[src/rtl/serial_frame_sampler.sv]
module serial_frame_sampler #(
  parameter int LONG_BITS  = 256,
  parameter int SHORT_BITS = 193,
  parameter int SYNC       = 2,
  localparam int CW        = $clog2(LONG_BITS)
) (
  input  logic          clk,
  input  logic          rst_n,
  input  logic          cfg_fs_fall,
  input  logic          cfg_dat_fall,
  input  logic          cfg_dbl,
  input  logic          cfg_late,
  input  logic          cfg_fs_low,
  input  logic          cfg_t1,
  input  logic          sck,
  input  logic          fsync,
  input  logic          sdat,
  input  logic          ssig,
  output logic          bit_stb,
  output logic          bit_dat,
  output logic          bit_sig,
  output logic [CW-1:0] bit_cnt,
  output logic          aligned
);

  logic [SYNC-1:0] sck_q, fs_q, sd_q, sg_q;
  logic            sck_d;
  logic            pend, ph;
  logic [CW-1:0]   nbit;

  always_ff @(posedge clk) begin
    if (!rst_n) begin
      sck_q <= '0;
      fs_q  <= '0;
      sd_q  <= '0;
      sg_q  <= '0;
      sck_d <= 1'b0;
    end else begin
      sck_q <= {sck_q[SYNC-2:0], sck};
      fs_q  <= {fs_q[SYNC-2:0], fsync};
      sd_q  <= {sd_q[SYNC-2:0], sdat};
      sg_q  <= {sg_q[SYNC-2:0], ssig};
      sck_d <= sck_q[SYNC-1];
    end
  end

  wire rise   = sck_q[SYNC-1] & ~sck_d;
  wire fall   = ~sck_q[SYNC-1] & sck_d;
  wire fs_ev  = cfg_fs_fall ? fall : rise;
  wire d_ev   = cfg_dat_fall ? fall : rise;
  wire fs_act = fs_q[SYNC-1] ^ cfg_fs_low;

  wire [CW-1:0] last = cfg_t1 ? CW'(SHORT_BITS - 1) : CW'(LONG_BITS - 1);

  wire fs_ok = fs_ev & fs_act & (~cfg_dbl | ~aligned | ~ph);
  wire start = d_ev & (pend | fs_ok);

  wire [CW-1:0] cur_bit = start ? '0 : nbit;
  wire          cur_ph  = start ? 1'b0 : ph;
  wire          sel_ph  = cfg_dbl & cfg_late;
  wire          take    = (aligned | start) & (cur_ph == sel_ph);
  wire          end_bit = ~cfg_dbl | cur_ph;

  always_ff @(posedge clk) begin
    if (!rst_n) begin
      pend    <= 1'b0;
      ph      <= 1'b0;
      nbit    <= '0;
      aligned <= 1'b0;
      bit_stb <= 1'b0;
      bit_dat <= 1'b0;
      bit_sig <= 1'b0;
      bit_cnt <= '0;
    end else begin
      bit_stb <= d_ev & take;
      if (fs_ok) aligned <= 1'b1;
      if (d_ev) begin
        pend <= 1'b0;
        ph   <= cfg_dbl & ~cur_ph;
        if (end_bit) nbit <= (cur_bit == last) ? '0 : cur_bit + 1'b1;
        else         nbit <= cur_bit;
        if (take) begin
          bit_dat <= sd_q[SYNC-1];
          bit_sig <= sg_q[SYNC-1];
          bit_cnt <= cur_bit;
        end
      end else if (fs_ok) begin
        pend <= 1'b1;
      end
    end
  end

  logic          seen;
  logic [CW-1:0] prev_cnt;
  always_ff @(posedge clk) begin
    if (!rst_n) begin
      seen     <= 1'b0;
      prev_cnt <= '0;
    end else if (bit_stb) begin
      seen     <= 1'b1;
      prev_cnt <= bit_cnt;
    end
  end

  p_aligned_before_stb_r2: assert property (@(posedge clk) disable iff (!rst_n)
    bit_stb |-> aligned);

  p_cnt_in_frame_r6: assert property (@(posedge clk) disable iff (!rst_n)
    bit_stb |-> (bit_cnt <= last));

  p_cnt_step_r5: assert property (@(posedge clk) disable iff (!rst_n)
    (bit_stb && seen) |-> (bit_cnt == '0 || bit_cnt == CW'(prev_cnt + 1'b1)));

  p_single_strobe_r7: assert property (@(posedge clk) disable iff (!rst_n)
    bit_stb |=> !bit_stb);

endmodule

[config.mk]
export PLATFORM = sky130hd
export DESIGN_NAME = serial_frame_sampler
export DESIGN_NICKNAME = d
export VERILOG_FILES = /design/src/rtl/serial_frame_sampler.sv
export SDC_FILE = /design/constraint.sdc
export NUM_CORES = 1
export LEC_CHECK = 0
export BUFFER_PORTS_ARGS = -buffer_cell sky130_fd_sc_hd__buf_2
export CORE_MARGIN = 4
export CORE_UTILIZATION = 49
export CTS_CLUSTER_SIZE = 30
export DETAILED_ROUTE_END_ITERATION = 12
export PLACE_DENSITY = 0.79
export SYNTH_ARGS = -nofsm -noshare
export SYNTH_HDL_FRONTEND = slang
export SYNTH_SLANG_ARGS = --single-unit
[constraint.sdc]
create_clock -name clk -period 3 [get_ports clk]
set_clock_uncertainty 0.15 [all_clocks]
set_input_delay 0.9 -clock clk [delete_from_list [all_inputs] [get_ports clk]]
set_output_delay 0.9 -clock clk [all_outputs]
set_load 0.005 [all_outputs]
=== Word level (Yosys, flattened, before mapping) ===
Cells that the tools add are included.

* Memory bits (writable): 0
* Bits in latches: 0
* Bits of input ports: 12
* Output and inout port bits: 12
* Memories: 0
* Flip-flop bits (word level): 31
* Word-level logic and storage cells: 47
* ROM bits: 0

* Shift-type cells: 0
* Reduce and logical (&&, ||, !) cells: 2
* Multipliers: 0
* Equal/unequal tests: 2
* Bitwise gates (word level): 22
* Muxes and demuxes: 7
* Order comparisons: 0
* Div/mod/pow operators: 0
* $add $sub $neg: 1

{| class="wikitable"
|+ Operators with widths
! cell !! number
|-
| 8-bit 2-to-1 mux || 3
|-
| 1-bit AND || 9
|-
| 8-bit by 1-bit adder with 8-bit output, second input constant || 1
|-
| 8-bit equality test || 1
|-
| 1-bit inverter || 7
|-
| 6-bit 2-to-1 mux || 1
|-
| 1-bit OR || 5
|-
| 1-bit 2-to-1 mux || 3
|-
| 2-bit AND reduction || 1
|-
| 2-bit OR reduction || 1
|-
| 1-bit equality test || 1
|-
| 1-bit bitwise XOR || 1
|}

=== Depth between registers and ports, before layout ===
Gate-level depths: netlist of the first run.

* Depth after elaboration: 11
* Depth in mapped cells: 9
* Depth with buffers taken out: 9

=== Worst setup path before layout of the first run ===
No wires, ideal clock.

* Path type: input -> register
* From: in cfg_fs_fall
* To: reg nbit[6]
* Data arrival time: 2.681 ns
* Path slack: 0.063 ns
* Stages on the path: 8
* Library setup time: 0.106 ns
* Required time: 2.744 ns
* Path buffers: 0
* Path through: or3b_4 -> a211oi_4 -> o21ai_1 -> and2_1 -> ha_1 -> nand4_1 -> nor2_1 -> o311ai_0

* Longest elaborated chain between the ends: 9
* Elaborated cells between the ends (all ways): 12
* Those cells by class: add/sub (1); eq/ne (1); mux (5); bitwise (5)

{| class="wikitable"
|+ Ends and longest elaborated chain
! element !! line !! text
|-
| start, declared || 9 || <nowiki>input logic cfg_fs_fall,</nowiki>
|-
| 1-bit 2-to-1 mux * || 49 || <nowiki>wire fs_ev = cfg_fs_fall ? fall : rise;</nowiki>
|-
| 1-bit AND * (2 in a row) || 55 || <nowiki>wire fs_ok = fs_ev & fs_act & (~cfg_dbl | ~aligned | ~ph);</nowiki>
|-
| 1-bit OR * || 56 || <nowiki>wire start = d_ev & (pend | fs_ok);</nowiki>
|-
| 1-bit AND * || 56 ||
|-
| 8-bit 2-to-1 mux * || 58 || <nowiki>wire [CW-1:0] cur_bit = start ? '0 : nbit;</nowiki>
|-
| named net cur_bit[0] || 58 ||
|-
| 8-bit by 1-bit adder with 8-bit output / 8-bit equality test (equally long branches) || 80 || <nowiki>if (end_bit) nbit <= (cur_bit == last) ? '0 : cur_bit + 1'b1;</nowiki>
|-
| 8-bit 2-to-1 mux * (2 in a row) || 80 ||
|-
| end signal, assigned || 80 ||
|-
| end signal, assigned || 81 || <nowiki>else nbit <= cur_bit;</nowiki>
|-
| end, declared || 29 || <nowiki>logic [CW-1:0] nbit;</nowiki>
|}

The timed path passes the listed nets; every way through them passes the cells marked *.
A chain may end at the register's enable or synchronous reset.

=== Worst setup path after layout of the first run ===
Same ends and word-level chain as after synthesis.

==> results_dict.tcl, run 1 <==
set metrics [dict create \
    ys_ff_latch 31 \
    post-cts-setup-buffers 0 \
    tns_ns 0 \
    synth_top_area_cell "dfxtp_1" \
    cts.clk_slew.worst_paths_ns 0.11 \
    synth_adder_area_share_pct 0.8368 \
    vdd_drop_max_mv 0.4190 \
    placed_cell_area_um2 1668 \
    cp-end-kind "flip-flop" \
    synth_most_common_cell "dfxtp_1" \
    drtIter0Drc 95 \
    initial_utilization_pct 52.85 \
    grt_usage_pct 17.76 \
    drive_above_1_share_pct 22.34 \
    ctsHtreeMaxLevel 2 \
    startpoint_type "primary input" \
    syn-cell-area_um2 1495 \
    grt_antenna_before_repair 0 \
    antenna_cells 0 \
    post_drt_wl_per_cell_um 14.14 \
    path_class "primary input to flip-flop" \
    dieArea_um2 3999 \
    fin_crit_sh_pct 86.44 \
    synthArstFlopShare_pct 0 \
    report.final.slew_viol_count 0 \
    crit_required_ns 3.09 \
    yosys.area.top_type_share_pct 41.51 \
    io_pins 24 \
    ys_warn_count 0 \
    critPathMaxStageDelay_ns 0.39 \
    nNetsFinal 209 \
    cts_buffer_depth 2 \
    synth_seq_area_share_pct 41.51 \
    cpMaxStageDelayCell "or3b_4" \
    fp.dieH_um 63.24 \
    post-route-util_pct 61.17 \
    rows 19 \
    final_cell_area_um2 1730 \
    finalWirelength_mm 3.225 \
    synth_nets 182 \
    worstMarginPinSlew_ns 0.5359 \
    synth_edf_count 0 \
    path_max_fanout 3 \
    cts_resized 0 \
    die_w_um 63.24 \
    cts.sinks 31 \
    fin_crit_ns 2.593 \
    rr_worst_depth 8 \
    synth_xor_area_share_pct 0.5858 \
    synth_compound_area_share_pct 16.32 \
    cts_hold_buf 0 \
    finalHoldViolCount 0 \
    synthDistinctLibCells 48 \
    ys.flop_type "dfxtp_1" \
    overflow 0 \
    synth_top_family_by_area "simple AND/OR/NAND/NOR gates" \
    hold_class "flip-flop to flip-flop" \
    port_buffers 23 \
    grt_setup_unrepaired "no" \
    finalPower_mw 0.7503 \
    grt_pass1_wl_mm 5.685 \
    synth_mux_area_share_pct 6.695 \
    drv_cap 0 \
    hpwl_mm 2.338 \
    core_area_um2 2829 \
    viasPerCell 5.846 \
    ys_top_cells_by_count "dfxtp_1, nand2_1, nand3_1" \
    syn_inst 169 \
    cellPowerDensity_nw_per_um2 433.6 \
    area_growth_pct 15.73 \
    cp_num_cells 9 \
    synth-simple-area-share_pct 30.46 \
    drcViolationCount 0 \
    dr.pass1.iters 4 \
    fmax_mhz 385.6 \
    grt_pass1_vias 1282 \
    path_cells "buf_2 -> or3b_4 -> a211oi_4 -> o21ai_1 -> and2_1 -> ha_1 -> nand4_1 -> nor2_1 -> o311ai_0" \
    ant_nets 0 \
    gp_congestion 0.9452 \
    synthTopCellsByArea "dfxtp_1, mux2i_1, nand2_1" \
    setup_viol 0 \
    crit_family "simple AND/OR/NAND/NOR gates" \
    syn_area_per_cell_um2 8.847 \
    clk_latency_ns 0.34 \
    cts-root-buf "clkbuf_4" \
    vias 1333 \
    hold-path-cell-count 1 \
    status "finished, final reports clean" \
    crit_buf_inv 1 \
    p_leak_nw 0.6506 \
    cp.arrival_ns 2.68 \
    r2r_slack_ns 0.62 \
    slew_headroom_pct 64.24 \
    cts_buffers 5 \
    cts_tree "done" \
    grt_max_degree 30 \
]
-- cell usage in the layout (no fill, tap or decap), drive strengths merged, types with 4 or more instances in the layout --
master | Yosys | layout
a211oi | 4 | 4
and2 | 13 | 13
nand2 | 26 | 26
mux2i | 10 | 10
dfxtp | 31 | 31
clkbuf | 8 | 5
nand3 | 18 | 18
nor3 | 4 | 4
buf | 2 | 30
o21ai | 4 | 4
-- sequential cells by signal, summed over array words and instances, names as in the netlist, 2 cells and up --
register / flops
nbit: 8
sg_q: 2
fs_q: 2
sd_q: 2
bit_cnt: 8
sck_q: 2
-- area by class of cell --
type / count / area, um^2
sequential: 31 / 620.6
clock inverter: 3 / 25.02
timing repair buffer: 30 / 180.2
clock buffer: 5 / 37.54
fill: 247 / 1099
multi-input combinational: 126 / 820.8
tap: 31 / 38.79
inverter: 2 / 7.507
-- logic make-up (layout without fill, tap and decap cells) --
kind of cell	count (synthesis)	count (layout)
buffers and inverters	12	40
muxes	10	10
and+or+nand+nor	85	85
AOI/OAI and AO/OA	29	29
adders and majority gates	1	1
xor gates and xnor gates	1	1
DFF	31	31
-- where the power goes --
| group | internal (mW) | switching [mW] |
|---|---|---|
| Sequential | 0.421 | 0.00849 |
| Clock | 0.0937 | 0.166 |
| Combinational | 0.0274 | 0.0345 |
| Total | 0.542 | 0.209 |
-- per-stage QoR --
step           hold slack (ns)  std cells  setup WS, ns
2_1_floorplan           0.2619        169       0.06285
3_3_place_gp            0.2638        220        0.1433
3_5_place_dp            0.2759        220       0.04375
4_1_cts                 0.3025        228        0.3957
5_1_grt                 0.3156        228        0.2438
6_report                0.2951        228        0.4069
-- per-layer routing --
layer,wire length [um],share of wire (%),track usage [%],up-vias
met3,116,3.6,3.908,5
met1,1522,47,21.64,629
met2,1544,48,29.38,34
met4,41,1.3,8.895,0
met5,0,0,0,-
li1,-,-,-,665
-- worst paths after layout --
path | from | end
worst min-delay path | fs_q[0] | fs_q[1]
worst min register to register | fs_q[0] | fs_q[1]
worst max register to register | sck_q[1] | nbit[6]
worst max-delay path | cfg_fs_fall | nbit[6]
Power figures use the tool's default switching activity.
==> run 2, diff against run 1 <==
--- a/config.mk
+++ b/config.mk
@@ -5,12 +5,13 @@
 export SDC_FILE = /design/constraint.sdc
 export NUM_CORES = 1
 export LEC_CHECK = 0
+export ABC_AREA = 1
 export BUFFER_PORTS_ARGS = -buffer_cell sky130_fd_sc_hd__buf_2
 export CORE_MARGIN = 4
 export CORE_UTILIZATION = 49
 export CTS_CLUSTER_SIZE = 30
 export DETAILED_ROUTE_END_ITERATION = 12
-export PLACE_DENSITY = 0.79
+export PLACE_DENSITY = 0.8
 export SYNTH_ARGS = -nofsm -noshare
 export SYNTH_HDL_FRONTEND = slang
 export SYNTH_SLANG_ARGS = --single-unit
==> run 2 against run 1 <==
Effect of this change: synthesized area decreased by 1.3%; flip-flop and latch count unchanged; die area decreased by 1.2%; register-to-register slack improved by 0.22 ns; critical path depth increased by 8; maximum frequency increased by 7.0%; power decreased by 2.6%; via count increased by 2.0%; largest power group unchanged.
==> results_dict.tcl, run 2 <==
set metrics [dict create \
    status "finished, final reports clean" \
    synth_seq_area_share_pct 42.07 \
    rr_worst_depth 16 \
    ys_ff_latch 31 \
    grt_setup_unrepaired "no" \
    ctsHtreeMaxLevel 2 \
    tns_ns 0 \
    cts_buffers 5 \
    grt_pass1_wl_mm 5.623 \
    worstMarginPinSlew_ns 0.3976 \
    ys_warn_count 0 \
    post_drt_wl_per_cell_um 12.05 \
    r2r_slack_ns 0.84 \
    grt_max_degree 26 \
    drtIter0Drc 81 \
    ys_top_cells_by_count "nand2_1, inv_1, dfxtp_1" \
    fmax_mhz 412.6 \
    critPathMaxStageDelay_ns 0.18 \
    die_w_um 62.87 \
    area_growth_pct 12.98 \
    syn_inst 211 \
    grt_antenna_before_repair 0 \
    hold_class "flip-flop to flip-flop" \
    cellPowerDensity_nw_per_um2 438.7 \
    pwr-share-comb_pct 7.7 \
    gp_congestion 0.9229 \
    synthDistinctLibCells 24 \
    cpMaxStageDelayCell "nand2_4" \
    grt_usage_pct 18.18 \
    clk_latency_ns 0.34 \
    syn_area_per_cell_um2 6.991 \
    rows 19 \
    placed_cell_area_um2 1610 \
    hold-path-cell-count 2 \
    vias 1359 \
    finalHoldViolCount 0 \
    hpwl_mm 2.413 \
    initial_utilization_pct 52.59 \
    setup_viol 0 \
    cts_buffer_depth 2 \
    port_buffers 23 \
    crit_buf_inv 4 \
    cts_tree "done" \
    reg2reg_to "nbit[6]" \
    dieArea_um2 3953 \
    cts-root-buf "clkbuf_4" \
    synthTopCellsByArea "dfxtp_1, nand2_1, inv_1" \
    report.final.slew_viol_count 0 \
    finalWirelength_mm 3.242 \
    syn-cell-area_um2 1475 \
    synth_nets 224 \
    cp.arrival_ns 2.52 \
    clkPwrFrac_pct 34.2 \
    fp.dieH_um 62.87 \
    path_class "primary input to flip-flop" \
    power_switching_mw 0.1826 \
    reg.largest.list "bit_cnt: 8 flops, nbit: 8 flops" \
    cts.sinks 31 \
    ys.flop_type "dfxtp_1" \
    synthArstFlopShare_pct 0 \
    startpoint_type "primary input" \
    fin_crit_sh_pct 80.79 \
    overflow 0 \
    r2r-start "ph" \
    cts_hold_buf 0 \
    synth_most_common_cell "nand2_1" \
    power.internal_mw 0.5486 \
    post-cts-setup-buffers 0 \
    cts.clk_slew.worst_paths_ns 0.09 \
    worstHoldStart "sd_q[0]" \
    nNetsFinal 251 \
    fin_crit_ns 2.424 \
    drcViolationCount 0 \
    yosys.area.top_type_share_pct 42.07 \
    layout_common_cells "nand2_1, inv_1, dfxtp_1" \
    slew_headroom_pct 73.40 \
    crit_family "simple AND/OR/NAND/NOR gates" \
    drive_above_1_share_pct 21.43 \
    core_area_um2 2805 \
    io_pins 24 \
    cp-end-kind "flip-flop" \
    viasPerCell 5.052 \
    crit_required_ns 3.09 \
    p_leak_nw 0.8585 \
    antenna_cells 0 \
    path_max_fanout 15 \
    grt_pass1_vias 1285 \
    path_cells "buf_2 -> inv_2 -> nor2_1 -> nor2_1 -> nand2_2 -> nand2_2 -> nand2_4 -> nand2_1 -> inv_1 -> ha_1 -> inv_1 -> nor2_1 -> nand4_1 -> nand2_1 -> nor2_1 -> nand2_1 -> nand2_1" \
    switching_share_pct 24.97 \
    dr.pass1.iters 5 \
    final_cell_area_um2 1667 \
    vdd_drop_max_mv 0.3580 \
    synth_top_area_cell "dfxtp_1" \
    synth_edf_count 0 \
    ant_nets 0 \
    sequentialPowerShare_pct 58.1 \
    final_common_cell "nand2_1" \
    min_to "sd_q[1]" \
    cts_resized 0 \
    drv_cap 0 \
]
[run 2: changes by cell type in the layout (fill, tap and decap cells not counted), moves of 8 or more]
cell     change
nand3_1      -9
mux2i_1     -10
inv_1       +30
o21ai_0     +13
a21oi_1      +8
nand2_1     +27
and2_1      -13
nor2_1      +21
[run 2: cell families after synthesis]
family,count (synthesis),synth area share (%)
AND/OR/NAND/NOR,106,33.16
adder cells (fa/ha/maj),1,0.8480
buffers and inverters,40,11.37
flip-flops,31,42.07
AO/OA/AOI/OAI,33,12.55
[run 2: power groups by stage]
stage               Clock [mW]  Combinational (mW)  Sequential, mW
floorplan                    0              0.0357           0.433
detailed placement           0              0.0563           0.434
finish                   0.250              0.0561           0.425
global placement             0              0.0552           0.434
global route             0.274              0.0638           0.426
CTS                      0.253              0.0567           0.425
[run 2: worst min-delay path: cells and delay by family (launching register included)]
kind	cells	cell delay, ns
DFF	1	0.32
buffers and inverters	1	0.04
and+or+nand+nor	1	0.05
[run 2: worst max path at each step]
stage	from	endpoint	slack, ns	cells after the start
finish	cfg_dbl	nbit[6]	0.58	17
global route	cfg_dbl	nbit[6]	0.31	17
CTS	cfg_dbl	nbit[6]	0.60	17
detailed placement	cfg_dbl	nbit[6]	0.24	17
global placement	cfg_dbl	nbit[6]	0.30	17
floorplan	cfg_dbl	nbit[6]	0.59	17
[run 2: through the flow]
step	instances	util, %	power (mW)	hold slack (ns)	setup slack, ns
2_1_floorplan	211	-	0.4690	0.2405	0.5903
3_3_place_gp	262	57.40	0.4889	0.2424	0.2987
3_5_place_dp	262	57.40	0.4905	0.2582	0.2413
4_1_cts	269	59.41	0.7344	0.2822	0.5962
5_1_grt	269	59.41	0.7630	0.3026	0.3065
6_report	269	59.41	0.7312	0.2822	0.5764
[run 2: routing by layer]
metal  up-vias  routed length (um)  GRT usage (%)
met3         9                 236          7.194
met5         -                   0              0
li1        712                   -              -
met1       594                1498          21.43
met4         0                  55          7.163
met2        44                1452          29.38
[run 2: area by class of cell]
cell class,count,area (um^2)
fill,280,1139
clock inverter,1,5.005
sequential,31,620.6
inverter,35,133.9
clock buffer,6,51.30
timing repair buffer,25,130.1
tap,31,38.79
multi-input combinational,140,686.9
